### src/rtl/snoop_reduce_pkg.sv
package snoop_reduce_pkg;

  typedef enum logic [1:0] {
    RED_MEI    = 2'd0,
    RED_MSI    = 2'd1,
    RED_MESI   = 2'd2,
    RED_NATIVE = 2'd3
  } red_mode_e;

  // Forced level of the shared input in a reduction mode
  typedef struct packed {
    logic forced;   // 1: level is fixed by the mode
    logic level;    // fixed level when forced
  } shared_rule_t;

  function automatic shared_rule_t shared_rule(input red_mode_e m);
    shared_rule_t r;
    case (m)
      RED_MEI: begin r.forced = 1'b1; r.level = 1'b0; end
      RED_MSI: begin r.forced = 1'b1; r.level = 1'b1; end
      default: begin r.forced = 1'b0; r.level = 1'b0; end
    endcase
    return r;
  endfunction

endpackage

### src/rtl/snoop_mode_capture.sv
module snoop_mode_capture
  import snoop_reduce_pkg::*;
(
  input  logic      clk,
  input  logic      rst,
  input  logic [1:0] mode_i,
  input  logic      snoop_busy,
  output red_mode_e mode_q
);

  // Mode is loaded at reset and on idle cycles only
  always_ff @(posedge clk) begin
    if (rst) begin
      mode_q <= red_mode_e'(mode_i);
    end else if (!snoop_busy) begin
      mode_q <= red_mode_e'(mode_i);
    end
  end

  AST_MODE_HELD_IN_SNOOP: assert property (@(posedge clk) disable iff (rst)
    snoop_busy |=> $stable(mode_q));

endmodule

### src/rtl/snoop_presenter.sv
module snoop_presenter
  import snoop_reduce_pkg::*;
#(
  parameter int   ADDR_W      = 32,
  parameter int   ID_W        = 2,
  parameter logic [ID_W-1:0] LOCAL_ID = '0,
  parameter bit   HAS_O_STATE = 1'b1
) (
  input  logic              clk,
  input  logic              rst,
  input  red_mode_e         mode_q,
  input  logic              snoop_valid,
  input  logic [ADDR_W-1:0] snoop_addr,
  input  logic              snoop_is_write,
  input  logic [ID_W-1:0]   snoop_src,
  output logic              local_snoop_valid,
  output logic [ADDR_W-1:0] local_snoop_addr,
  output logic              local_snoop_is_write,
  output logic              local_inv
);

  logic msi_conv;
  logic rd_to_wr;
  logic foreign;
  logic shown_write;

  // In the MSI reduction only an owned-state cache needs the conversion
  generate
    if (HAS_O_STATE) begin : g_owned
      assign msi_conv = 1'b1;
    end else begin : g_plain
      assign msi_conv = 1'b0;
    end
  endgenerate

  always_comb begin
    case (mode_q)
      RED_MEI:  rd_to_wr = 1'b1;
      RED_MSI:  rd_to_wr = msi_conv;
      RED_MESI: rd_to_wr = 1'b1;
      default:  rd_to_wr = 1'b0;
    endcase
  end

  assign foreign     = snoop_valid && (snoop_src != LOCAL_ID);
  assign shown_write = snoop_is_write || rd_to_wr;

  always_ff @(posedge clk) begin
    if (rst) begin
      local_snoop_valid    <= 1'b0;
      local_snoop_addr     <= '0;
      local_snoop_is_write <= 1'b0;
      local_inv            <= 1'b0;
    end else begin
      local_snoop_valid    <= foreign;
      local_snoop_addr     <= snoop_addr;
      local_snoop_is_write <= foreign && shown_write;
      local_inv            <= foreign && shown_write;
    end
  end

  AST_WRITE_SHOWN_AS_WRITE: assert property (@(posedge clk) disable iff (rst)
    (snoop_valid && snoop_is_write && snoop_src != LOCAL_ID)
      |=> (local_snoop_is_write && local_inv));
  AST_OWN_NOT_SHOWN: assert property (@(posedge clk) disable iff (rst)
    (snoop_valid && snoop_src == LOCAL_ID)
      |=> (!local_snoop_valid && !local_inv));
  AST_MEI_READ_CONVERTED: assert property (@(posedge clk) disable iff (rst)
    (snoop_valid && !snoop_is_write && snoop_src != LOCAL_ID && mode_q == RED_MEI)
      |=> local_snoop_is_write);
  AST_NATIVE_READ_KEPT: assert property (@(posedge clk) disable iff (rst)
    (snoop_valid && !snoop_is_write && mode_q == RED_NATIVE)
      |=> (!local_snoop_is_write && !local_inv));

endmodule

### src/rtl/shared_driver.sv
module shared_driver
  import snoop_reduce_pkg::*;
(
  input  logic      clk,
  input  logic      rst,
  input  red_mode_e mode_q,
  input  logic      miss_valid,
  input  logic      bus_shared,
  output logic      local_shared
);

  shared_rule_t rule;
  logic         level;

  assign rule  = shared_rule(mode_q);
  assign level = rule.forced ? rule.level : bus_shared;

  always_ff @(posedge clk) begin
    if (rst) local_shared <= 1'b0;
    else     local_shared <= miss_valid && level;
  end

  AST_MEI_NEVER_SHARED: assert property (@(posedge clk) disable iff (rst)
    (miss_valid && mode_q == RED_MEI) |=> !local_shared);
  AST_MSI_ALWAYS_SHARED: assert property (@(posedge clk) disable iff (rst)
    (miss_valid && mode_q == RED_MSI) |=> local_shared);
  AST_IDLE_NOT_SHARED: assert property (@(posedge clk) disable iff (rst)
    !miss_valid |=> !local_shared);

endmodule

### src/rtl/mem_forward.sv
module mem_forward #(
  parameter int ADDR_W = 32
) (
  input  logic              clk,
  input  logic              rst,
  input  logic              snoop_valid,
  input  logic [ADDR_W-1:0] snoop_addr,
  input  logic              snoop_is_write,
  output logic              mem_valid,
  output logic [ADDR_W-1:0] mem_addr,
  output logic              mem_is_write
);

  always_ff @(posedge clk) begin
    if (rst) begin
      mem_valid    <= 1'b0;
      mem_addr     <= '0;
      mem_is_write <= 1'b0;
    end else begin
      mem_valid    <= snoop_valid;
      mem_addr     <= snoop_addr;
      mem_is_write <= snoop_valid && snoop_is_write;
    end
  end

  AST_MEM_TRUE_TYPE: assert property (@(posedge clk) disable iff (rst)
    snoop_valid |=> (mem_valid && mem_is_write == $past(snoop_is_write)));

endmodule

### src/rtl/snoop_reduce_wrap.sv
module snoop_reduce_wrap
  import snoop_reduce_pkg::*;
#(
  parameter int   ADDR_W      = 32,
  parameter int   ID_W        = 2,
  parameter logic [ID_W-1:0] LOCAL_ID = 2'd1,
  parameter bit   HAS_O_STATE = 1'b1
) (
  input  logic              clk,
  input  logic              rst,
  input  logic [1:0]        mode_i,
  input  logic              snoop_valid,
  input  logic [ADDR_W-1:0] snoop_addr,
  input  logic              snoop_is_write,
  input  logic [ID_W-1:0]   snoop_src,
  input  logic              bus_shared,
  input  logic              miss_valid,
  output logic              local_snoop_valid,
  output logic [ADDR_W-1:0] local_snoop_addr,
  output logic              local_snoop_is_write,
  output logic              local_inv,
  output logic              local_shared,
  output logic              mem_valid,
  output logic [ADDR_W-1:0] mem_addr,
  output logic              mem_is_write
);

  red_mode_e mode_q;

  snoop_mode_capture u_mode (
    .clk        (clk),
    .rst        (rst),
    .mode_i     (mode_i),
    .snoop_busy (snoop_valid),
    .mode_q     (mode_q)
  );

  snoop_presenter #(
    .ADDR_W      (ADDR_W),
    .ID_W        (ID_W),
    .LOCAL_ID    (LOCAL_ID),
    .HAS_O_STATE (HAS_O_STATE)
  ) u_pres (
    .clk                  (clk),
    .rst                  (rst),
    .mode_q               (mode_q),
    .snoop_valid          (snoop_valid),
    .snoop_addr           (snoop_addr),
    .snoop_is_write       (snoop_is_write),
    .snoop_src            (snoop_src),
    .local_snoop_valid    (local_snoop_valid),
    .local_snoop_addr     (local_snoop_addr),
    .local_snoop_is_write (local_snoop_is_write),
    .local_inv            (local_inv)
  );

  shared_driver u_shr (
    .clk          (clk),
    .rst          (rst),
    .mode_q       (mode_q),
    .miss_valid   (miss_valid),
    .bus_shared   (bus_shared),
    .local_shared (local_shared)
  );

  mem_forward #(.ADDR_W(ADDR_W)) u_mem (
    .clk            (clk),
    .rst            (rst),
    .snoop_valid    (snoop_valid),
    .snoop_addr     (snoop_addr),
    .snoop_is_write (snoop_is_write),
    .mem_valid      (mem_valid),
    .mem_addr       (mem_addr),
    .mem_is_write   (mem_is_write)
  );

  AST_PRESENT_ADDR_LATENCY: assert property (@(posedge clk) disable iff (rst)
    snoop_valid |=> (local_snoop_addr == $past(snoop_addr)));
  AST_MSI_OWNED_CONVERTS: assert property (@(posedge clk) disable iff (rst)
    (snoop_valid && !snoop_is_write && snoop_src != LOCAL_ID && mode_q == RED_MSI)
      |=> (local_snoop_is_write == HAS_O_STATE));

endmodule

### config.mk
export PLATFORM = sky130hd
export DESIGN_NAME = snoop_reduce_wrap
export DESIGN_NICKNAME = d
export VERILOG_FILES = /design/src/rtl/snoop_reduce_pkg.sv /design/src/rtl/snoop_mode_capture.sv /design/src/rtl/snoop_presenter.sv /design/src/rtl/shared_driver.sv /design/src/rtl/mem_forward.sv /design/src/rtl/snoop_reduce_wrap.sv
export SDC_FILE = /design/constraint.sdc
export NUM_CORES = 1
export LEC_CHECK = 0
export CORE_MARGIN = 3
export CORE_UTILIZATION = 59
export CTS_BUF_LIST = sky130_fd_sc_hd__clkbuf_16
export CTS_CLUSTER_SIZE = 14
export DETAILED_ROUTE_END_ITERATION = 12
export DONT_BUFFER_PORTS = 1
export GPL_TIMING_DRIVEN = 0
export HOLD_SLACK_MARGIN = 0.08
export MAX_ROUTING_LAYER = met4
export PLACE_DENSITY = 0.75
export SLEW_MARGIN = 25
export SYNTH_ARGS = -nofsm -noshare
export SYNTH_HDL_FRONTEND = slang
export SYNTH_SLANG_ARGS = --single-unit
### constraint.sdc
create_clock -name clk -period 1.1 [get_ports clk]
set_input_delay 0.22 -clock clk [delete_from_list [all_inputs] [get_ports clk]]
set_output_delay 0.22 -clock clk [all_outputs]
set_load 0.02 [all_outputs]
# --- After elaboration in Yosys (flattened, before gate mapping) ---
# Index checks and enable logic that the tools add are counted.
word_totals:
  ff_bits: 39
  inputBits: 42
  output_inout_bits: 70
  wordCells: 23
op_classes:
  n_eq_ne: 4
  n_mux: 5
  reduce_logical: 7
op_table:
  columns: ["cell", "n"]
  rows:
  - ["$logic_and A1 B1 Y1", 4]
  - ["$mux W2", 2]
  - ["$pmux W2 S2", 1]
  - ["$reduce_or A3 Y1", 1]
  - ["$eq A2 B1 Y1 const B", 1]
  - ["$eq A2 B2 Y1 const B", 1]
  - ["$logic_not A2 Y1", 1]
  - ["$mux W1", 2]
  - ["$ne A2 B1 Y1 const B", 1]
  - ["$ne A2 B2 Y1 const B", 1]
  - ["$logic_or A1 B1 Y1", 1]

# --- Longest topological paths before layout ---
# Gate-level depths: netlist of run 1.
logic_depth:
  word_depth: 5
  mapped_depth: 3
  ltp_nobuf: 3

# --- By module ---
# Synthesis of run 1 repeated with hierarchy kept, for this count alone.
hier_totals:
  hier_cells: 151
  area_unflattened_um2: 2004.4
by_module_without_submodules:
  columns: ["mod", "n_inst", "cells_each", "area_each_um2", "seq_area_each_um2"]
  rows:
  - ["snoop_presenter", 1, 74, 957.2, 680.7]
  - ["mem_forward", 1, 71, 938.4, 680.7]
  - ["snoop_mode_capture", 1, 3, 66.3, 60.1]
  - ["shared_driver", 1, 3, 42.5, 20.0]

# --- Least setup slack after synthesis of run 1 ---
# No wires, ideal clock.
synth_timing:
  kind: "reg2out"
  start: "register u_pres.local_snoop_is_write"
  end: "output local_snoop_is_write"
  arrival_time_ns: 0.595
  required_ns: 0.880
  setup_slack_ns: 0.285
  stages_incl_launch_ff: 2
  path_buffers: 1
  cell_sequence: "dfxtp_1 > buf_4"
synth_rtl:
  columns: ["element", "line", "text"]
  rows:
  - ["from (decl)", "snoop_presenter.sv:18", "output logic local_snoop_is_write,"]
  - ["from (signal assigned)", "snoop_presenter.sv:57", "local_snoop_is_write <= foreign && shown_write;"]
  - ["to (decl)", "snoop_reduce_wrap.sv:20", "output logic local_snoop_is_write,"]
# No word-level cell between the ends.

==> results of run 1 <==
-- power by group --
group / switching [mW] / internal [mW]
combinational: 0.151 / 0.158
sequential: 0.140 / 1.52
clock: 0.476 / 0.816
total: 0.767 / 2.50
-- layout by cell type, fill, tap and decap left out, types with 2 or more instances in the layout --
cell type      instances
nor2b_1               33
buf_4                 33
dfxtp_2               32
dlygate4sd3_1         16
clkbuf_16              5
dfxtp_1                4
buf_2                  3
inv_1                  2
edfxtp_1               2
-- worst reg2reg max path, cell delays in order, from the launching register on --
cell and delay (ns):
edfxtp_1 0.39, nor2b_1 0.16, a221oi_1 0.22
-- per-layer routing --
layer	routed length [um]	share of wire [%]
met5	0	0
met2	1550	56
met4	49	1.8
met3	330	12
met1	827	30
-- sequential cells by signal, indices dropped and copies added (netlist names) --
signal	cells
u_pres.local_snoop_is_write	1
u_shr.local_shared	1
u_mem.mem_valid	1
u_pres.local_snoop_addr	32
u_pres.local_snoop_valid	1
u_mem.mem_is_write	1
u_mode.mode_q	2
-- path summary, 6_finish.rpt --
check / start / end / depth (start not counted)
setup / recovery: u_pres.local_snoop_addr[19] / mem_addr[19] / 1
hold / removal: snoop_addr[1] / u_pres.local_snoop_addr[1] / 1
setup reg to reg: u_mode.mode_q[0] / u_pres.local_snoop_is_write / 2
hold reg to reg: u_mode.mode_q[1] / u_pres.local_snoop_is_write / 1
-- cell families after synthesis --
kind of cell	count (synthesis)	synth area share, %
AND/OR/NAND/NOR	36	17.6
buffers and inverters	38	20.3
multiplexers	1	0.753
AO/OA/AOI/OAI	2	1.04
flip-flops	39	60.3
-- through the flow --
step | area, um^2 | util, % | setup slack [ns] | cells
2_1_floorplan | 1330 | - | 0.285 | 116
3_3_place_gp | 1360 | 66.7 | 0.241 | 143
3_5_place_dp | 1360 | 66.7 | 0.231 | 143
4_1_cts | 1700 | 83.3 | 0.0355 | 167
5_1_grt | 1700 | 83.5 | 0.0212 | 167
6_report | 1700 | 83.5 | 0.0486 | 167
-- synth_stat cells --
master	number	area [um^2]
dfxtp_1	37	741
buf_4	33	248
nor2b_1	33	206
buf_2	3	15.0
edfxtp_1	2	60.1
a21oi_1	1	5.00
a221oi_1	1	8.76
and2_1	1	6.26
inv_1	1	3.75
inv_2	1	3.75
mux2i_1	1	10.0
nand2b_4	1	13.8
nor3b_1	1	7.51
-- layout make-up --
class	instances	area, um^2
Sequential cell	39	845
Fill cell	120	338
Buffer	36	263
Multi-Input combinational cell	39	258
Timing Repair Buffer	16	160
Clock buffer	5	125
Tap cell	27	33.8
Clock inverter	3	12.5
Inverter	2	7.51
-- what timing repair did --
item                                    CTS  global route
hold buffers                             16             0
gates resized for setup                  33             1
endpoints found under the hold margin    19             0
endpoints found under the setup margin   33             1
==> results.toml, run 1 <==
[critical_path]
worst-r2r-setup-slack_ns = 0.24
critical_path_buf_inv_count = 1
worst_path_required_time_ns = 0.88
worst-endpoint-arrival_ns = 0.83
path_delay_family = "flip-flops"
critical_path.max_stage_delay_ns = 0.39
cp_class = "register to primary output"
max_fo_critical_path = 2
worst_setup_path_start_kind = "register"
crit_end_element = "primary output"
crit_slowest_cell = "dfxtp_2"
path_cells = "buf_4"

[pwr]
power_density_cells_nw_per_um2 = 1910
peakVddDrop_mv = 1.80
finalPower_mw = 3.26
leakage_nw = 0.763

[floorplan]
placement_rows = 16
chipHeight_um = 53.5
die-area_um2 = 2860
floorplan.initialDensity_pct = 65.1
core-area_um2 = 2040
io_pins = 112
fp.dieW_um = 53.5

[detailed_routing]
drtAntennaViolNets = 0
drt_first_iter_violations = 0
route.vias.total = 791
route.detailed.drc = 0
firstDrtPassIters = 1
totalWireLength_um = 2750
viasPerCell = 4.74
routed_wire_length_per_instance_um = 16.5

[timing]
max_freq_mhz = 951
worst_hold_slack_ns = 0.0761
post-route-period-util_pct = 95.6
drv_slew = 0
timing.final.setup_violations = 0
tightestPinTransition_ns = 0.214
slew_headroom_pct = 85.7
hold_viol = 0
worst_clock_skew_ns = 0.00151
unrepaired_setup_endpoints_after_global_routing = "false"
setup_tns_ns = 0
final.min_clock_period_ns = 1.05

[synthesis]
number_of_distinct_standard_cells_referenced_by_the_synthesized_netlist = 13
count_of_state_elements_after_synthesis = 39
syn-instance-count = 116
number_of_warnings_reported_in_the_yosys_synthesis_log = 0
synthesized_netlist_net_count = 158
share_of_synthesized_area_occupied_by_flip_flops_and_latches_pct = 60.3
syn_area_per_cell_um2 = 11.5
mappedNetlistArea_um2 = 1330

[layout]
post_route_cells_drive_above_1_share_pct = 55.0
num-nets-final = 181
flow.area_growth_from_synthesis_pct = 28.2
n_antenna_cell = 0

[global_routing]
number_of_global_route_vias_before_repair = 801
globalRouteTotalUtil_pct = 20.4
grt_pass1_wl_um = 3710
globalRoute.busiestLayer = "met2"
use_met1_pct = 17.1
met2_usage_pct = 36.3
grt.met3_usage_pct = 9.30
largest_net_degree_at_the_start_of_global_routing = 13
grt_overflow = 0
initial_antenna_violation_count = 0

[placement]
hpwlAfterDp_um = 1910
place.gp.congestion = 0.673
port_buffers = 0

[status]
run_status = "finished, final reports clean"

[clocking]
clock_tree.htree_level_count = 2
cts_tree = "built"
clock_sinks = 39
clock_path_buffers = 2
cts.clk_slew.worst_paths_ns = 0.05
post_cts_buffers = 0
clock_tree.root_cell = "clkbuf_16"
cts-buffers-inserted = 5
insertion_delay_ns = 0.27

[min_path]
hp-class = "input pin to register"

[job]
maxCapViolCount = 0
(Power assumes the default switching activity.)
==> run 2, diff against run 1 <==
- PLACE_DENSITY: 0.75 -> 0.8
==> run 2 against run 1 <==
Worst hold slack better by 0.0050 ns. Register-to-register slack about the same. Critical endpoint is now mem_addr[20]. First-iteration DRC count up 8. Global-route usage down 0.73 points. Count of clock-buffer cells in the layout unchanged. Sequential cell count unchanged. Highest routed layer unchanged. Critical path depth unchanged. Combinational power up 2%.
==> results.toml, run 2 (synthesis results as in run 1) <==
[detailed_routing]
drt_first_iter_violations = 8
route.detailed.drc = 0
routed_wire_length_per_instance_um = 17.6
firstDrtPassIters = 4
drtAntennaViolNets = 0
viasPerCell = 4.95
totalWireLength_um = 2940
route.vias.total = 826

[global_routing]
largest_net_degree_at_the_start_of_global_routing = 12
globalRouteTotalUtil_pct = 19.6
number_of_global_route_vias_before_repair = 789
grt_overflow = 0
initial_antenna_violation_count = 0
grt_pass1_wl_um = 3650

[critical_path]
worst-r2r-setup-slack_ns = 0.24
path_cells = "buf_4"
timing.reg2reg.worst_path_depth = 2
critical_path_buf_inv_count = 1
max_fo_critical_path = 2
worstReg2RegEnd = "u_pres.local_snoop_is_write"
worst_path_required_time_ns = 0.88
cp_class = "register to primary output"
crit_end_element = "primary output"
crit_slowest_cell = "dfxtp_2"
path_delay_family = "flip-flops"
critical_path.max_stage_delay_ns = 0.40
worst-endpoint-arrival_ns = 0.84
cp-startpoint = "u_pres.local_snoop_addr[20]"
worst_setup_path_start_kind = "register"
worstReg2RegStart = "u_mode.mode_q[0]"

[layout]
post_route_cells_drive_above_1_share_pct = 54.3
layout_common_cells = "nor2b_1, buf_4, dfxtp_2, dlygate4sd3_1, clkbuf_16"
n_antenna_cell = 0
reg_top3 = "u_pres.local_snoop_addr x32, u_mode.mode_q x2"
num-nets-final = 182
largest-register = "u_pres.local_snoop_addr"
flow.area_growth_from_synthesis_pct = 28.4
largest_register_ffs = 32

[timing]
timing.final.setup_violations = 0
drv_slew = 0
tightestPinTransition_ns = 0.234
max_freq_mhz = 946
slew_headroom_pct = 84.4
hold_viol = 0
worst_clock_skew_ns = 0.000385
post-route-period-util_pct = 96.1
final.min_clock_period_ns = 1.06
unrepaired_setup_endpoints_after_global_routing = "false"
setup_tns_ns = 0

[floorplan]
fp.dieW_um = 53.5
chipHeight_um = 53.5
core-area_um2 = 2040
die-area_um2 = 2860
placement_rows = 16
floorplan.initialDensity_pct = 65.1
io_pins = 112

[clocking]
clock_tree.htree_level_count = 2
clock_path_buffers = 2
insertion_delay_ns = 0.27
cts_tree = "built"
clock_sinks = 39
cts-buffers-inserted = 5
cts.clk_slew.worst_paths_ns = 0.05
clock_tree.root_cell = "clkbuf_16"

[pwr]
p_switching_mw = 0.757
power_density_cells_nw_per_um2 = 1900
seq_power_share_pct = 51.2
netSwitchingFraction_pct = 23.3
peakVddDrop_mv = 1.41
leakage_nw = 0.767
clock_power_share_pct = 39.0
p_int_mw = 2.49
power.share.combinational_pct = 9.7
finalPower_mw = 3.25

[placement]
port_buffers = 0
hpwlAfterDp_um = 1990
place.gp.congestion = 0.683

[min_path]
holdCritStartpoint = "snoop_addr[6]"
min_delay_path_depth = 1
hold_path_end = "u_pres.local_snoop_addr[6]"
hp-class = "input pin to register"

[status]
run_status = "finished, final reports clean"

[job]
maxCapViolCount = 0
==> run 2: final cells by class <==
cell class,instances,area (um^2)
sequential,39,842
fill,122,335
buffer,36,263
multi-input combinational,39,258
timing repair buffer,17,170
clock buffer,5,125
tap,27,33.8
clock inverter,2,7.51
inverter,2,7.51
==> run 2: layer usage <==
layer	global-route usage (%)	vias to the layer above	part of all wire, %
met5	-	-	0
met4	11.5	0	2.2
met3	8.17	8	14
met2	34.5	76	53
met1	17.3	373	31
li1	-	369	-
==> run 2: what timing repair did <==
| item | CTS | global route |
|---|---|---|
| buffers inserted | 0 | 0 |
| hold buffers | 13 | 4 |
| resized for setup | 33 | 0 |
| hold endpoints to repair | 15 | 4 |
| setup endpoints to repair | 33 | 0 |
==> run 2: metrics by stage <==
step                instance area [um^2]  instances  hold slack (ns)  utilization (%)  worst slack, ns
floorplan                           1330        116            0.292                -            0.285
global placement                    1360        143            0.296             66.7            0.222
detailed placement                  1360        143            0.296             66.7            0.237
CTS                                 1670        163           0.0802             81.6           0.0469
global route                        1710        167           0.0841             83.6           0.0149
finish                              1710        167           0.0810             83.6           0.0428
==> run 2: worst max-delay path by stage <==
stage	end	slack (ns)	depth (start not counted)
final	mem_addr[20]	0.04	1
after global routing	mem_addr[13]	0.01	1
after detailed placement	mem_addr[19]	0.24	1
after CTS	mem_addr[7]	0.05	1
after global placement	mem_addr[19]	0.22	1
after floorplan	local_snoop_is_write	0.29	1
==> run 2: power by group through the flow <==
stage               clock (mW)  sequential, mW  combinational (mW)
finish                    1.27            1.66               0.316
global route              1.35            1.67               0.337
CTS                       1.29            1.66               0.302
detailed placement           0            1.68               0.263
global placement             0            1.68               0.256
floorplan                    0            1.66               0.242
